--- src/rtl/load_diag_pkg.sv ---
package load_diag_pkg;

    localparam int unsigned NCH = 4;

    localparam int unsigned B_GND  = 0;
    localparam int unsigned B_SUP  = 1;
    localparam int unsigned B_SHL  = 2;
    localparam int unsigned B_OPEN = 3;

    typedef enum logic [1:0] {
        ST_IDLE = 2'd0,
        ST_WAIT = 2'd1,
        ST_RUN  = 2'd2,
        ST_GAP  = 2'd3
    } seq_state_e;

    typedef enum logic [1:0] {
        PH_GND  = 2'd0,
        PH_SUP  = 2'd1,
        PH_OPEN = 2'd2,
        PH_SHL  = 2'd3
    } phase_e;

    typedef struct packed {
        seq_state_e     st;
        phase_e         ph;
        logic           full;
        logic           ext;
        logic           gap;
        logic [NCH-1:0] sel;
        logic [NCH-1:0] tested;
        logic           done;
    } seq_regs_t;

endpackage

--- src/rtl/diag_phase_plan.sv ---
module diag_phase_plan
    import load_diag_pkg::*;
#(
    parameter int unsigned SG_TICKS = 20,
    parameter int unsigned OL_TICKS = 100,
    parameter int unsigned SL_TICKS = 230,
    parameter int unsigned STRETCH  = 4,
    parameter int unsigned CW       = 8
) (
    input  phase_e          ph,
    input  logic            ext,
    input  logic            full,
    output logic [CW-1:0]   len,
    output logic            final_ph,
    output phase_e          nxt
);

    localparam logic [CW-1:0] SG_L  = CW'(SG_TICKS);
    localparam logic [CW-1:0] SGX_L = CW'(SG_TICKS * STRETCH);
    localparam logic [CW-1:0] OL_L  = CW'(OL_TICKS);
    localparam logic [CW-1:0] SL_L  = CW'(SL_TICKS);

    always_comb begin
        len      = SG_L;
        final_ph = 1'b0;
        nxt      = PH_GND;
        case (ph)
            PH_GND: begin
                len = ext ? SGX_L : SG_L;
                nxt = PH_SUP;
            end
            PH_SUP: begin
                len      = ext ? SGX_L : SG_L;
                nxt      = PH_OPEN;
                final_ph = !full;
            end
            PH_OPEN: begin
                len = OL_L;
                nxt = PH_SHL;
            end
            default: begin
                len      = SL_L;
                final_ph = 1'b1;
                nxt      = PH_GND;
            end
        endcase
    end

endmodule

--- src/rtl/diag_timer.sv ---
module diag_timer #(
    parameter int unsigned CW = 8
) (
    input  logic          clk,
    input  logic          rst_n,
    input  logic          run,
    input  logic          tick,
    input  logic [CW-1:0] limit,
    output logic          last
);

    logic [CW-1:0] cnt_d, cnt_q;

    always_comb begin
        last  = run && tick && (cnt_q == limit - 1'b1);
        cnt_d = cnt_q;
        if (!run || last) begin
            cnt_d = '0;
        end else if (tick) begin
            cnt_d = cnt_q + 1'b1;
        end
    end

    always_ff @(posedge clk or negedge rst_n) begin
        if (!rst_n) begin
            cnt_q <= '0;
        end else begin
            cnt_q <= cnt_d;
        end
    end

endmodule

--- src/rtl/diag_result_bank.sv ---
module diag_result_bank
    import load_diag_pkg::*;
#(
    parameter  int unsigned NC   = 4,
    localparam int unsigned NB   = NC * 4,
    localparam int unsigned NREG = NB / 8
) (
    input  logic            clk,
    input  logic            rst_n,
    input  logic [NC-1:0]   wipe,
    input  logic            cap,
    input  phase_e          cap_ph,
    input  logic [NC-1:0]   tested,
    input  logic [NC-1:0]   f_gnd,
    input  logic [NC-1:0]   f_sup,
    input  logic [NC-1:0]   f_open,
    input  logic [NC-1:0]   f_shl,
    input  logic [NREG-1:0] rd_clr,
    output logic [NB-1:0]   res
);

    logic [NB-1:0] res_d, res_q;

    always_comb begin
        res_d = res_q;
        for (int r = 0; r < NREG; r++) begin
            if (rd_clr[r]) begin
                res_d[r*8 +: 8] = '0;
            end
        end
        for (int c = 0; c < NC; c++) begin
            if (wipe[c]) begin
                res_d[c*4 +: 4] = '0;
            end
            if (cap && tested[c]) begin
                case (cap_ph)
                    PH_GND:  res_d[c*4 + B_GND]  = res_d[c*4 + B_GND]  | f_gnd[c];
                    PH_SUP:  res_d[c*4 + B_SUP]  = res_d[c*4 + B_SUP]  | f_sup[c];
                    PH_OPEN: res_d[c*4 + B_OPEN] = res_d[c*4 + B_OPEN] | f_open[c];
                    default: res_d[c*4 + B_SHL]  = res_d[c*4 + B_SHL]  | f_shl[c];
                endcase
            end
        end
    end

    always_ff @(posedge clk or negedge rst_n) begin
        if (!rst_n) begin
            res_q <= '0;
        end else begin
            res_q <= res_d;
        end
    end

    assign res = res_q;

endmodule

--- src/rtl/load_diag_seq.sv ---
module load_diag_seq
    import load_diag_pkg::*;
#(
    parameter int unsigned SG_TICKS  = 20,
    parameter int unsigned OL_TICKS  = 100,
    parameter int unsigned SL_TICKS  = 230,
    parameter int unsigned GAP_TICKS = 20,
    parameter int unsigned STRETCH   = 4
) (
    input  logic       clk,
    input  logic       rst_n,
    input  logic       tick_ms,
    input  logic       start,
    input  logic [3:0] ch_sel,
    input  logic       ext_time,
    input  logic       gap_en,
    input  logic [3:0] hiz_stat,
    input  logic [3:0] ramp_busy,
    input  logic [3:0] cmp_gnd,
    input  logic [3:0] cmp_sup,
    input  logic [3:0] cmp_open,
    input  logic [3:0] cmp_shl,
    input  logic [1:0] rd_clr,
    output logic [3:0] force_hiz,
    output logic [3:0] in_diag,
    output logic [7:0] diag_lo,
    output logic [7:0] diag_hi,
    output logic       diag_done
);

    localparam int unsigned SGX  = SG_TICKS * STRETCH;
    localparam int unsigned M1   = (SGX > OL_TICKS) ? SGX : OL_TICKS;
    localparam int unsigned M2   = (M1 > SL_TICKS) ? M1 : SL_TICKS;
    localparam int unsigned MAXL = (M2 > GAP_TICKS) ? M2 : GAP_TICKS;
    localparam int unsigned CW   = $clog2(MAXL + 1);
    localparam logic [CW-1:0] GAP_L = CW'(GAP_TICKS);

    seq_regs_t r_d, r_q;

    logic [CW-1:0] ph_len, t_limit;
    logic          ph_final, t_run, t_last, cap;
    phase_e        ph_nxt;
    logic [NCH-1:0] wipe, ready_v;
    logic [NCH*4-1:0] res;

    diag_phase_plan #(
        .SG_TICKS (SG_TICKS),
        .OL_TICKS (OL_TICKS),
        .SL_TICKS (SL_TICKS),
        .STRETCH  (STRETCH),
        .CW       (CW)
    ) u_plan (
        .ph       (r_q.ph),
        .ext      (r_q.ext),
        .full     (r_q.full),
        .len      (ph_len),
        .final_ph (ph_final),
        .nxt      (ph_nxt)
    );

    assign t_run   = (r_q.st == ST_RUN) || (r_q.st == ST_GAP);
    assign t_limit = (r_q.st == ST_GAP) ? GAP_L : ph_len;

    diag_timer #(.CW(CW)) u_timer (
        .clk   (clk),
        .rst_n (rst_n),
        .run   (t_run),
        .tick  (tick_ms),
        .limit (t_limit),
        .last  (t_last)
    );

    assign ready_v = ~r_q.sel | (hiz_stat & ~ramp_busy);

    always_comb begin
        r_d      = r_q;
        r_d.done = 1'b0;
        cap      = 1'b0;
        wipe     = '0;
        case (r_q.st)
            ST_IDLE: begin
                if (start && (|ch_sel)) begin
                    r_d.st  = ST_WAIT;
                    r_d.sel = ch_sel;
                    r_d.ext = ext_time;
                    r_d.gap = gap_en;
                end
            end
            ST_WAIT: begin
                if (&ready_v) begin
                    r_d.full   = &hiz_stat;
                    r_d.tested = (&hiz_stat) ? '1 : r_q.sel;
                    r_d.ph     = PH_GND;
                    r_d.st     = ST_RUN;
                    wipe       = r_d.tested;
                end
            end
            ST_RUN: begin
                if (t_last) begin
                    cap = 1'b1;
                    if (ph_final) begin
                        r_d.st     = ST_IDLE;
                        r_d.done   = 1'b1;
                        r_d.tested = '0;
                        r_d.sel    = '0;
                    end else begin
                        r_d.ph = ph_nxt;
                        r_d.st = r_q.gap ? ST_GAP : ST_RUN;
                    end
                end
            end
            default: begin
                if (t_last) begin
                    r_d.st = ST_RUN;
                end
            end
        endcase
    end

    always_ff @(posedge clk or negedge rst_n) begin
        if (!rst_n) begin
            r_q <= '{st: ST_IDLE, ph: PH_GND, default: '0};
        end else begin
            r_q <= r_d;
        end
    end

    diag_result_bank #(.NC(NCH)) u_bank (
        .clk    (clk),
        .rst_n  (rst_n),
        .wipe   (wipe),
        .cap    (cap),
        .cap_ph (r_q.ph),
        .tested (r_q.tested),
        .f_gnd  (cmp_gnd),
        .f_sup  (cmp_sup),
        .f_open (cmp_open),
        .f_shl  (cmp_shl),
        .rd_clr (rd_clr),
        .res    (res)
    );

    assign force_hiz = r_q.sel;
    assign in_diag   = r_q.tested;
    assign diag_lo   = res[7:0];
    assign diag_hi   = res[15:8];
    assign diag_done = r_q.done;

endmodule

--- config.mk ---
export PLATFORM = sky130hd
export DESIGN_NAME = load_diag_seq
export DESIGN_NICKNAME = d
export VERILOG_FILES = /design/src/rtl/load_diag_pkg.sv /design/src/rtl/diag_phase_plan.sv /design/src/rtl/diag_timer.sv /design/src/rtl/diag_result_bank.sv /design/src/rtl/load_diag_seq.sv
export SDC_FILE = /design/constraint.sdc
export NUM_CORES = 1
export LEC_CHECK = 0
export CORE_MARGIN = 2
export CORE_UTILIZATION = 50
export CTS_BUF_LIST = sky130_fd_sc_hd__clkbuf_4 sky130_fd_sc_hd__clkbuf_8
export CTS_CLUSTER_SIZE = 25
export DETAILED_ROUTE_END_ITERATION = 16
export DONT_BUFFER_PORTS = 1
export PLACE_DENSITY = 0.65
export SYNTH_ARGS = -nofsm -noshare
export SYNTH_HDL_FRONTEND = slang
export SYNTH_HIERARCHICAL = 1
export SYNTH_SLANG_ARGS = --single-unit
--- constraint.sdc ---
create_clock -name clk -period 8.75 [get_ports clk]
set_input_delay 0.875 -clock clk [delete_from_list [all_inputs] [get_ports clk]]
set_output_delay 0.875 -clock clk [all_outputs]
set_load 0.005 [all_outputs]
**Word level (Yosys, flattened, before mapping)**

Index checks and enable logic that the tools add are counted.

- Flip-flop bits (word level): 40
- Latch bits: 0
- Memory bits (writable): 0
- ROM bits: 0
- Input port bits: 36
- Output and inout port bits: 25
- Logic and storage cells: 126
- Memories kept: 0

- Add/subtract/negate cells: 2
- $mul: 0
- Divide/modulo/power cells: 0
- Magnitude comparators: 0
- Equal/unequal tests: 11
- Shift-type cells: 0
- Multiplexer cells: 54
- Bitwise operators: 20
- Reduce and logical (&&, ||, !) cells: 29

Operators by type and width:

| kind | number |
|---|---|
| two-way mux 4 bit | 14 |
| two-way mux 8 bit | 5 |
| AND reduction 4 bit | 6 |
| two-way mux 1 bit | 20 |
| two-way mux 9 bit | 2 |
| bitwise OR 1 bit | 16 |
| one-hot mux 4 bit (2 select lines) | 2 |
| one-hot mux 8 bit (2 select lines) | 1 |
| one-hot mux 2 bit (3 select lines) | 2 |
| != test 2 bit (second input constant) | 5 |
| adder 8 x 1 -> 8 bit (second input constant) | 1 |
| equality test 8 bit | 1 |
| two-way mux 2 bit | 4 |
| NOT 4 bit | 2 |
| subtractor 8 x 1 -> 8 bit (second input constant) | 1 |
| logical AND 1 bit | 7 |
| two-way mux 7 bit | 1 |
| equality test 2 bit (second input constant) | 3 |
| nonzero test 2 bit | 3 |
| two-way mux 5 bit | 1 |
| AND reduction 5 bit | 1 |
| bitwise AND 4 bit | 1 |
| equality test 2 x 1 -> 1 bit (second input constant) | 2 |
| zero test 2 bit | 2 |
| other kinds (10) | 13 |

**Longest topological paths before layout**

- Word-level depth: 11
- Mapped depth: 14
- Gate-level depth less buffers: 13

**By module**

Netlist, hierarchy kept.

By module, submodules not included:

| module | times used | cells an instance | area an instance (um^2) | sequential area each (um^2) |
|---|---|---|---|---|
| load_diag_seq | 1 | 96 | 962.2 | 400.4 |
| diag_timer | 1 | 71 | 676.9 | 200.2 |
| diag_result_bank | 1 | 44 | 640.6 | 400.4 |
| diag_phase_plan | 1 | 23 | 172.7 | 0.0 |

**Least setup slack after synthesis**

Ideal clock, no wire load.

- Path kind: reg-to-reg
- Start: register r_q[13] (netlist bit)
- End: register r_q[12] (netlist bit)
- Library setup time: 0.121 ns
- Arrival: 3.426 ns
- Required time: 8.629 ns
- Path slack: 5.203 ns
- Cell stages (with the launch flop): 12
- Path buffers: 0
- Period minus slack after synthesis: 3.547 ns
- Path through: dfrtp_1 ha_1 o21bai_2 nand2b_1 or4_4 or3_4 a2111oi_4 and3_1 and3b_1 nor2b_1 nor2b_1 a22o_1

- Word-level cells in the longest chain between the ends: 9
- Elaborated cells on any way between the ends: 18
- Those cells by class: 1 x add/sub; 5 x eq/ne; 7 x mux; 5 x reduce/logical

Ends and longest elaborated chain:

| element | line | text |
|---|---|---|
| start: declaration | load_diag_seq.sv:38 | `seq_regs_t r_d, r_q;` |
| start signal: assignment | load_diag_seq.sv:124 | `r_q <= r_d;` |
| equality test 2 x 1 -> 1 bit / zero test 2 bit (equally long branches) | diag_phase_plan.sv:27 | `case (ph)` |
| OR reduction 2 bit (no line) | - |  |
| one-hot mux 8 bit (2 select lines) * | diag_phase_plan.sv:27 |  |
| via ph_len[1] | load_diag_seq.sv:40 | `logic [CW-1:0] ph_len, t_limit;` |
| two-way mux 8 bit * | load_diag_seq.sv:62 | `assign t_limit = (r_q.st == ST_GAP) ? GAP_L : ph_len;` |
| subtractor 8 x 1 -> 8 bit * | diag_timer.sv:15 | `last = run && tick && (cnt_q == limit - 1'b1);` |
| equality test 8 bit * | diag_timer.sv:15 |  |
| logical AND 1 bit * | diag_timer.sv:15 |  |
| via t_last | load_diag_seq.sv:41 | `logic ph_final, t_run, t_last, cap;` |
| != test 2 bit (no line) * | - |  |
| AND reduction 4 bit (no line) * | - |  |

Mark *: on every way through the listed nets, which the timed path passes. The rest lies on a longest branch. The select of a mux whose other input is x is not followed.
A chain may end at the register's enable or synchronous reset.

**Worst setup path in the final report**

- Start: register r_q[15] (netlist bit)
- End: register r_q[13] (netlist bit)

- Word-level cells in the longest chain between the ends: 7
- Elaborated cells on any way between the ends: 15
- Those cells by class: 1 x add/sub; 7 x eq/ne; 2 x mux; 5 x reduce/logical

Ends and longest elaborated chain:

| element | line |
|---|---|
| equality test 2 bit | load_diag_seq.sv:62 |
| two-way mux 8 bit | load_diag_seq.sv:62 |
| via t_limit[1] | load_diag_seq.sv:40 |
| subtractor 8 x 1 -> 8 bit | diag_timer.sv:15 |
| equality test 8 bit | diag_timer.sv:15 |
| logical AND 1 bit | diag_timer.sv:15 |
| via t_last | load_diag_seq.sv:41 |
| != test 2 bit (no line) | - |
| AND reduction 4 bit (no line) | - |

The timed path passes the listed nets, and every way through them passes these cells.

==> summary.md <==
| Metric | Value |
|---|---|
| Max Cap Viol | `0` |
| Post-Layout Inst Area | `2497 sq um` |
| Antenna cells | `0` |
| Core Area | `4723 sq um` |
| Top cells by area, synth | `dfrtp_1, a32o_1, ha_1, buf_4, nor2_1` |
| CP arrival | `4430 ps` |
| Syn-to-layout area delta | `1.837%` |
| Synth cell types | `51` |
| Crit-path max FO | `17` |
| First-pass GRT wire length | `approximately 8100 um` |
| Async set-or-reset flop fraction in the synthesized netlist | `between 90% and 100%` |
| Starting density of the core | `51.92%` |
| Synth Area in Simple Gates | `20.00%` |
| Avg WL per Cell | `between 15 and 20 um` |
| Switch share | `a little over a third` |
| GR Overflow Total | `0` |
| Internal | `between 300 and 400 uW` |
| Max-slew violations | `0` |
| Combinational Power Share | `slightly below 30%` |
| Die area | `5481 sq um` |
| CP endpoint kind | `flop` |
| Area leader, netlist | `dfrtp_1` |
| Register share of total power | `48.7%` |
| Fin. Hold Viols | `0` |
| DR iter-0 viols | `66` |
| Slew margin rel. | `51.47%` |
| Final Power | `around 540 uW` |
| Vias in the first global route | `1717` |
| Fin crit share | `48.61%` |
| Largest family of logic cells by synthesized area | `compound AO/OA/AOI/OAI gates` |
| Post-synth EDFFs | `0` |
| CTS Sinks | `40` |
| YS warnings | `6` |
| Adder-cell share of the synthesized area | `3.571%` |
| Initial antenna violation count | `0` |
| Seq cells post-synth | `40` |
| Post-CTS Setup Bufs | `0` |
| Syn Area/Cell | `10.48 sq um` |
| Storage element area | `approximately 1000 sq um` |
| Largest net degree at the start of global routing | `41` |
| Post-cts resize count | `0` |
| Critical R2R Capture | `r_q[13]$_DFFE_PN0P_` |
| Final period demand of the worst path | `roughly 4300 ps` |
| Post-route DRC | `0` |
| Hold Slack | `275.6 ps` |
| CTS tree | `yes` |
| Top_reg_cell synth | `dfrtp_1` |
| Critical path type | `reg2reg` |
| Post-CTS Hold Buffers | `0` |
| PwrDens | `between 200 and 250 nW/um^2` |
| Post-synthesis compound-gate area fraction | `20.26%` |
| Most frequent cells in the layout | `dfrtp_1, nor2_1, a32o_1` |
| Top Ports | `61` |
| RR Startpoint | `r_q[15]$_DFFE_PN0P_` |
| Final nets | `266` |
| Peak VDD IR | `0.1325 mV` |
| CTS clk-pin slew, worst paths | `around 80 ps` |
| Yosys top cell area share | `40.82%` |
| Clock share of power | `21.6%` |
| DRT Wirelength | `5002 um` |
| DRT Pass-1 Iters | `4` |
| Leading cell type in the layout, fill and taps excluded | `dfrtp_1` |
| GPL Wtd Cong | `0.8221` |
| Post-DP HPWL | `about 3600 um` |
| Input/output buffers | `0` |
| Final Setup Violations | `0` |
| Pleak | `1.072 nW` |
| Total GRT Usage | `19.33%` |
| Critical path startpoint category | `flop` |
| Share of post-route cells with drive strength above 1 | `9.417%` |
| Uppermost layer routed | `met4` |
| Area of the multi-input gates | `1297 sq um` |
| Unrepaired setup endpoints after global routing | `false` |
| XOR/XNOR Fraction of Synth Area | `between 5 and 6%` |
| Cell count after synthesis | `234` |
| Sequential fraction of the synthesis area | `40.82%` |
| Clk_skew | `7.339 ps` |
| Critical Path RT | `8920 ps` |
| Detailed-route vias per instance | `5.883` |
| H-tree Lvls | `2` |
| FMAX | `235.1 MHz` |
| Worst-skew pair later-pin latency | `290 ps` |
| WL met1 | `2256 um` |
| Hold Crit Class | `in2async` |
| Mux contribution to synthesized area | `3.418%` |
| Placed inst area | `2416 sq um` |
| Clock buffer count from CTS | `5` |
| R2R depth | `12` |
| Wire length on met2 | `2448 um` |
| Chip width | `between 70 and 80 um` |
| Fillers | `419` |
| Mapped cell area | `2452 sq um` |
| Final core utilization | `52.87%` |
| FP Rows | `25` |
| Die Y | `74.04 um` |
| R2R Setup Slk | `between 4000 and 5000 ps` |
| Switching Power | `199.0 uW` |
| CTS root buffer | `clkbuf_8` |
| Routed Antenna Nets | `0` |
| Met3 WL post-DR | `273 um` |
| Worst Tran Pin Value | `727.9 ps` |
| Fin Setup TNS | `0 ps` |
| Run status | `complete, no violations` |
| Via count | `1706` |
| Max clock buf depth | `2` |
-- worst max-delay path by stage --
| stage | cells after the start | slack [ps] | startpoint | to |
|---|---|---|---|---|
| after floorplan | 11 | 5200 | r_q[13]$_DFFE_PN0P_ | r_q[12]$_DFFE_PN0P_ |
| after global placement | 12 | 4720 | r_q[15]$_DFFE_PN0P_ | r_q[13]$_DFFE_PN0P_ |
| after detailed placement | 12 | 4580 | r_q[15]$_DFFE_PN0P_ | r_q[13]$_DFFE_PN0P_ |
| after CTS | 12 | 4540 | r_q[15]$_DFFE_PN0P_ | r_q[13]$_DFFE_PN0P_ |
| after global routing | 12 | 4250 | r_q[15]$_DFFE_PN0P_ | r_q[12]$_DFFE_PN0P_ |
| final | 12 | 4500 | r_q[15]$_DFFE_PN0P_ | r_q[13]$_DFFE_PN0P_ |
-- state kept, by name (all words and copies together), names as in the netlist --
register       cells
u_bank/res        16
u_timer/cnt_q      8
r_q                7
in_diag            4
diag_done          1
force_hiz          4
-- through the flow --
step           worst slack (ps)  instances
2_1_floorplan              5203        235
3_3_place_gp               4722        283
3_5_place_dp               4583        283
4_1_cts                    4542        290
5_1_grt                    4247        290
6_report                   4497        290
-- kinds of logic (layout without fill, tap and decap cells) --
family          after synthesis  after routing
xor+xnor                     15             15
flops                        40             40
mux                           8              8
other cells                   1              2
fa+ha+maj                     7              7
simple gates                 80             80
buf+inv                      28             16
compound gates               55             55
-- final cells by class --
cell class | instances | area share [%]
Inverter | 9 | 1.353
Tap cell | 67 | 3.357
Sequential cell | 40 | 40.08
Clock inverter | 2 | 0.5010
Clock buffer | 5 | 2.756
Multi-Input combinational cell | 167 | 51.95
-- routing by layer --
layer / vias to the layer above / GRT usage [%]
met2: 48 / 30.56
met3: 2 / 5.962
met5: - / 0
met4: 0 / 5.859
li1: 830 / -
met1: 826 / 25.65
-- power groups by stage --
| stage | combinational, mW | sequential [mW] | clock (mW) |
|---|---|---|---|
| floorplan | 0.181 | 0.239 | 0 |
| global placement | 0.157 | 0.267 | 0 |
| detailed placement | 0.160 | 0.268 | 0 |
| CTS | 0.161 | 0.265 | 0.122 |
| global route | 0.179 | 0.271 | 0.131 |
| finish | 0.161 | 0.264 | 0.117 |
-- Yosys cell counts (all sizes together) (3+ instances only) --
| master | instances |
|---|---|
| dfrtp | 40 |
| nor2 | 21 |
| a32o | 17 |
| buf | 16 |
| and2 | 12 |
| nand2b | 10 |
| inv | 9 |
| xnor2 | 9 |
| a22oi | 8 |
| a311oi | 8 |
| nand2 | 8 |
| ha | 7 |
| nor2b | 6 |
| xor2 | 6 |
| mux2i | 5 |
| nand4 | 5 |
| o2bb2ai | 4 |
| a21o | 3 |
| a21oi | 3 |
| clkbuf | 3 |
| mux2 | 3 |
-- worst max-delay path, stage by stage, from the launching register on --
cell and delay [ps]:
dfrtp_1 700, nand2_1 260, and2_1 270, inv_1 70, ha_1 160, or3b_1 390, or4_1 480, a22oi_1 610
and3_1 380, and3b_1 270, nor2b_1 280, nor2b_1 80, a22o_1 180
Note: power is estimated with default switching activity, not from simulation.
